[src/rtl/rle_pkg.sv]
package rle_pkg;

    localparam int unsigned BYTE_W = 8;

    typedef enum logic [2:0] {
        PH_IDLE,
        PH_PLAIN,
        PH_ESC,
        PH_CNT,
        PH_DONE
    } phase_t;

    typedef struct packed {
        logic              load;
        logic [BYTE_W-1:0] value;
        logic [BYTE_W-1:0] count;
    } run_req_t;

    function automatic logic is_raw_len(input logic [31:0] len, input int unsigned aw);
        return len == (32'd1 << aw);
    endfunction

endpackage

[src/rtl/rle_parse.sv]
module rle_parse
    import rle_pkg::*;
#(
    parameter int unsigned ADDR_W = 16,
    parameter logic [7:0]  ESC    = 8'hE5
) (
    input  logic              clk,
    input  logic              rst,
    input  logic              start,
    input  logic [ADDR_W:0]   blk_len,
    input  logic              in_valid,
    input  logic [BYTE_W-1:0] in_data,
    output logic              in_ready,
    input  logic              run_idle,
    input  logic              run_last,
    output run_req_t          req,
    output logic              done,
    output logic              err_trunc
);

    localparam int unsigned LEN_W = ADDR_W + 1;

    phase_t            phase_q;
    logic [LEN_W-1:0]  len_q;
    logic [LEN_W-1:0]  taken_q;
    logic              raw_q;
    logic [BYTE_W-1:0] cnt_q;
    logic              trunc_q;

    logic active;
    logic more;
    logic acc;

    assign active   = (phase_q == PH_PLAIN) || (phase_q == PH_ESC) || (phase_q == PH_CNT);
    assign more     = (taken_q != len_q);
    assign in_ready = active && more && (run_idle || run_last);
    assign acc      = in_valid && in_ready;

    always_comb begin
        req = '0;
        if (acc) begin
            if (raw_q) begin
                req = '{load: 1'b1, value: in_data, count: BYTE_W'(1)};
            end else begin
                case (phase_q)
                    PH_PLAIN: if (in_data != ESC)
                                  req = '{load: 1'b1, value: in_data, count: BYTE_W'(1)};
                    PH_ESC:   if (in_data == '0)
                                  req = '{load: 1'b1, value: ESC, count: BYTE_W'(1)};
                    PH_CNT:   req = '{load: 1'b1, value: in_data, count: cnt_q};
                    default:  req = '0;
                endcase
            end
        end
    end

    always_ff @(posedge clk) begin
        if (rst) begin
            phase_q <= PH_IDLE;
            len_q   <= '0;
            taken_q <= '0;
            raw_q   <= 1'b0;
            cnt_q   <= '0;
            trunc_q <= 1'b0;
        end else if (start) begin
            phase_q <= PH_PLAIN;
            len_q   <= blk_len;
            taken_q <= '0;
            raw_q   <= is_raw_len(32'(blk_len), ADDR_W);
            cnt_q   <= '0;
            trunc_q <= 1'b0;
        end else if (active && !more) begin
            if (phase_q == PH_ESC || phase_q == PH_CNT) begin
                trunc_q <= 1'b1;
                phase_q <= PH_DONE;
            end else if (run_idle) begin
                phase_q <= PH_DONE;
            end
        end else if (acc) begin
            taken_q <= taken_q + 1'b1;
            if (!raw_q) begin
                case (phase_q)
                    PH_PLAIN: if (in_data == ESC) phase_q <= PH_ESC;
                    PH_ESC: begin
                        cnt_q   <= in_data;
                        phase_q <= (in_data == '0) ? PH_PLAIN : PH_CNT;
                    end
                    PH_CNT:   phase_q <= PH_PLAIN;
                    default:  phase_q <= phase_q;
                endcase
            end
        end
    end

    assign done      = (phase_q == PH_DONE);
    assign err_trunc = trunc_q;

endmodule

[src/rtl/rle_run.sv]
module rle_run
    import rle_pkg::*;
#(
    parameter int unsigned ADDR_W = 16
) (
    input  logic              clk,
    input  logic              rst,
    input  logic              start,
    input  run_req_t          req,
    input  logic              out_ready,
    output logic              out_valid,
    output logic [BYTE_W-1:0] out_data,
    output logic [ADDR_W-1:0] out_addr,
    output logic              run_idle,
    output logic              run_last,
    output logic              err_ovf
);

    logic [BYTE_W-1:0] rem_q;
    logic [BYTE_W-1:0] val_q;
    logic [ADDR_W:0]   emit_q;
    logic              ovf_q;

    logic full;
    logic fire;
    logic drop;

    assign full      = emit_q[ADDR_W];
    assign out_valid = (rem_q != '0) && !full;
    assign fire      = out_valid && out_ready;
    assign drop      = (rem_q != '0) && full;
    assign run_idle  = (rem_q == '0);
    assign run_last  = (rem_q == BYTE_W'(1)) && fire;

    always_ff @(posedge clk) begin
        if (rst || start) begin
            rem_q  <= '0;
            val_q  <= '0;
            emit_q <= '0;
            ovf_q  <= 1'b0;
        end else begin
            if (req.load) begin
                rem_q <= req.count;
                val_q <= req.value;
            end else if (fire) begin
                rem_q <= rem_q - 1'b1;
            end else if (drop) begin
                rem_q <= '0;
            end
            if (fire) emit_q <= emit_q + 1'b1;
            if (drop) ovf_q  <= 1'b1;
        end
    end

    assign out_data = val_q;
    assign out_addr = emit_q[ADDR_W-1:0];
    assign err_ovf  = ovf_q;

endmodule

[src/rtl/rle_expand.sv]
module rle_expand
    import rle_pkg::*;
#(
    parameter int unsigned ADDR_W = 16,
    parameter logic [7:0]  ESC    = 8'hE5
) (
    input  logic              clk,
    input  logic              rst,
    input  logic              start,
    input  logic [ADDR_W:0]   blk_len,
    input  logic              in_valid,
    input  logic [7:0]        in_data,
    output logic              in_ready,
    output logic              out_valid,
    input  logic              out_ready,
    output logic [7:0]        out_data,
    output logic [ADDR_W-1:0] out_addr,
    output logic              done,
    output logic              err_ovf,
    output logic              err_trunc
);

    run_req_t req;
    logic     run_idle;
    logic     run_last;

    rle_parse #(.ADDR_W(ADDR_W), .ESC(ESC)) u_parse (
        .clk       (clk),
        .rst       (rst),
        .start     (start),
        .blk_len   (blk_len),
        .in_valid  (in_valid),
        .in_data   (in_data),
        .in_ready  (in_ready),
        .run_idle  (run_idle),
        .run_last  (run_last),
        .req       (req),
        .done      (done),
        .err_trunc (err_trunc)
    );

    rle_run #(.ADDR_W(ADDR_W)) u_run (
        .clk       (clk),
        .rst       (rst),
        .start     (start),
        .req       (req),
        .out_ready (out_ready),
        .out_valid (out_valid),
        .out_data  (out_data),
        .out_addr  (out_addr),
        .run_idle  (run_idle),
        .run_last  (run_last),
        .err_ovf   (err_ovf)
    );

endmodule

[config.mk]
export PLATFORM = sky130hd
export DESIGN_NAME = rle_expand
export DESIGN_NICKNAME = d
export VERILOG_FILES = /design/src/rtl/rle_pkg.sv /design/src/rtl/rle_parse.sv /design/src/rtl/rle_run.sv /design/src/rtl/rle_expand.sv
export SDC_FILE = /design/constraint.sdc
export NUM_CORES = 1
export LEC_CHECK = 0
export ABC_CLOCK_PERIOD_IN_PS = 6500
export BUFFER_PORTS_ARGS = -buffer_cell sky130_fd_sc_hd__buf_4
export CORE_MARGIN = 1
export CORE_UTILIZATION = 35
export DETAILED_ROUTE_END_ITERATION = 8
export PLACE_DENSITY = 0.49
export SKIP_CTS_REPAIR_TIMING = 1
export SLEW_MARGIN = 30
export SYNTH_ARGS = -nofsm -noshare
export SYNTH_HDL_FRONTEND = slang
export SYNTH_SLANG_ARGS = --single-unit
[constraint.sdc]
create_clock -name clk -period 6.5 [get_ports clk]
set_clock_uncertainty 0.05 [all_clocks]
set_input_delay 0.65 -clock clk [delete_from_list [all_inputs] [get_ports clk]]
set_output_delay 0.65 -clock clk [all_outputs]
set_load 0.01 [all_outputs]
==> key figures <==
Status
  • Status: finished, final reports clean

Final layout
  • Non-Filler Instances: 648
  • Most frequent cells in the layout: dfxtp_1 (81), nor2_1 (78), buf_4 (63)
  • Fin nets: 537
  • Synth-to-Final Area Change: 19.00%
  • Ant. Diodes: 0
  • Layout cells sized above 1: 18.11%
  • Final instance area: 0.004836 mm2
  • Fill cells: 1,128
  • Most common library cell in the layout ignoring fill and taps: dfxtp_1
  • Layout Utilization: 43.65%

Detailed routing
  • Via count: 3,382
  • Drt first-iter violations: 127
  • Routed WL: 9775 um
  • Avg Vias per Cell: 5.219
  • TritonRoute pass-1 iters: 4
  • # DRC: 0
  • Wirelength per Cell: 15.08 um
  • Post-DRT Antenna Nets: 0

Yosys
  • Area leader, netlist: dfxtp_1
  • Ranking of synthesized cells by area: dfxtp_1 (40%), nor2_1 (7.3%), mux2i_1 (6.7%)
  • Ys async rst share: 0%
  • Seq/Total Area, Yosys: 39.90%
  • Post-synth top area share: 39.90%
  • Post-Syn Nets: 501
  • Avg Inst Size Synth: 8.702 um2
  • Primary FF master, synth: dfxtp_1
  • Number of synthesized flops with an enable pin: 0
  • Syn. warnings: 0
  • Mapped cell area: 0.004064 mm2
  • Yosys reg bits: 81
  • Post-synthesis cell count: 467
  • Library cells used by synthesis: 55

Die
  • Die H: 109.8 um
  • Starting Density: 36.68%
  • FP Rows: 38
  • Die area: 0.01205 mm2
  • Core area: 0.01108 mm2
  • Top Ports: 59
  • Die X: 109.8 um

Setup path
  • CP max stage delay: 740 ps
  • Worst flop-to-flop path startpoint: u_run.rem_q[4]
  • Critical path class: reg -> reg
  • Critical path origin: u_run.rem_q[4]
  • Critical Path Fanout Max: 22
  • Worst Path Required: 6680 ps
  • Worst r2r path cells: 6
  • CP Cell Sequence: nor4_4 > nand3b_1 > or4b_1 > a211oi_4 > and4b_1 > nand2b_1
  • CP startpoint kind: register
  • Slowest-stage cell, CP: a211oi_4
  • Worst Setup End Kind: register
  • Worst reg2reg endpoint: u_run.rem_q[5]
  • CP arrival: 3190 ps
  • R2R Setup Slk: 3490 ps

Timing
  • Slew HR: 45.95%
  • Achievable Freq: 0.3322 GHz
  • Slew @ Worst Pin: 808.2 ps
  • Fin crit share: 46.32%
  • Setup TNS: 0 ps
  • Final Max Slew Viols: 0
  • Final hold viol count: 0
  • RSZ-0062 raised after global routing: false
  • Setup violations, final: 0
  • Final worst slack: 3489 ps
  • Final min period: 3011 ps

Placement
  • Buffers added on ports: 58
  • Placement Setup Slack: 3505 ps
  • Post-DP HPWL: 7021 um
  • Dpl cells: 632
  • GPL Wtd Cong: 0.7676
  • Placed instance area: 0.004502 mm2

GRT
  • Antenna violations before repair: 0
  • Total gr overflow: 0
  • Largest net degree at the start of global routing: 35
  • Gr usage total: 17.77%
  • Vias in the first global route: 3,364
  • First-pass GRT wire length: 16,540 um

Hold path
  • Min-delay src: u_parse.cnt_q[1]
  • Hold Crit Depth: 2
  • Tightest Hold Check Type: reg -> reg
  • Hold Crit Endpoint: u_run.rem_q[1]

Clock network
  • Worst-path clk slew: 60 ps
  • Bufs on Longest Clock Path: 2
  • CTS tree: done
  • Clock root buffer: clkbuf_16
  • H-Tree Level Count: 3
  • Skew-Pair Late Insertion Delay: 330 ps
  • Cts bufs inserted: 9
  • CTS sink cnt: 81

Run
  • Max_cap viols: 0

Power and ir drop
  • Pleak: 1.810 nW
  • Worst VDD drop: 147.3 uV
  • Cell Pwr Density: 266.9 mW/mm2
-- report_power, final --
part	leakage [nW]	switching [W]	internal [W]
clock	0.159	0.000211	0.000348
combinational	0.994	0.000124	0.0000814
sequential	0.656	0.0000152	0.000511
-- registers in the layout, summed over array words and instances, names as in the netlist, 3 cells and up --
name / cells
u_parse.len_q: 17
u_run.out_data: 8
u_run.emit_q: 17
u_parse.cnt_q: 8
u_parse.phase_q: 3
u_parse.taken_q: 17
u_run.rem_q: 8
-- kinds of logic after synthesis --
| group | after synthesis | synth area share [%] |
|---|---|---|
| xor gates and xnor gates | 41 | 8.836 |
| muxes | 27 | 6.650 |
| DFF | 81 | 39.90 |
| and+or+nand+nor | 188 | 23.55 |
| adders and majority gates | 4 | 1.232 |
| buffers and inverters | 48 | 6.158 |
| AOI/OAI and AO/OA | 78 | 13.67 |
-- metrics by stage --
stage	hold slack, ps	power [W]
detailed placement	406.8	0.0007413
global route	443.3	0.001350
finish	417.4	0.001291
floorplan	385.7	0.0006728
global placement	398.3	0.0007403
CTS	417.1	0.001304
-- final cells by class --
| type | count | area, um2 | share of cell area [%] |
|---|---|---|---|
| multi-input cells | 338 | 2200 | 45.49 |
| flip-flops and latches | 81 | 1622 | 33.53 |
| repair buffers | 63 | 473.0 | 9.780 |
| clock buffers | 10 | 239.0 | 4.942 |
| well taps | 140 | 175.2 | 3.622 |
| clock inverters | 6 | 90.09 | 1.863 |
| inverters | 10 | 37.54 | 0.7762 |
-- synthesized netlist by cell type, types with 3 or more instances --
cell,n
nand3_1,18
nand3b_1,6
a21oi_1,26
mux2i_1,27
xor2_1,13
and3_1,5
a2111oi_0,7
nand2_1,25
nor2_1,79
nor4_1,7
dfxtp_1,81
a31oi_1,10
ha_1,4
a41o_1,3
and2_1,4
clkbuf_1,17
o21ai_0,6
nand4_1,10
a211oi_1,6
inv_1,10
nand2b_1,8
buf_4,18
nor2b_1,3
xnor2_1,28
and4_1,4
or3_1,3
-- worst max path at each step --
stage | cells past startpoint | slack (ps) | endpoint
5_1_grt | 6 | 3260 | u_run.out_data[2]
2_1_floorplan | 7 | 4150 | u_parse.phase_q[1]
4_1_cts | 6 | 3490 | u_run.rem_q[5]
3_5_place_dp | 6 | 3510 | u_run.rem_q[5]
3_3_place_gp | 6 | 3540 | u_run.rem_q[5]
6_report | 6 | 3490 | u_run.rem_q[5]
-- critical path, delay by kind of cell (launching register included) --
| family | cells | cell delay, ps |
|---|---|---|
| and+or+nand+nor | 5 | 1740 |
| AOI/OAI and AO/OA | 1 | 740 |
| DFF | 1 | 370 |
-- metal layers --
metal | share of wire (%) | global-route usage (%)
met1 | 47 | 21.86
met2 | 48 | 30.19
met3 | 3.8 | 4.505
met4 | 1.9 | 5.810
met5 | 0 | 0
Power figures use the tool's default switching activity.
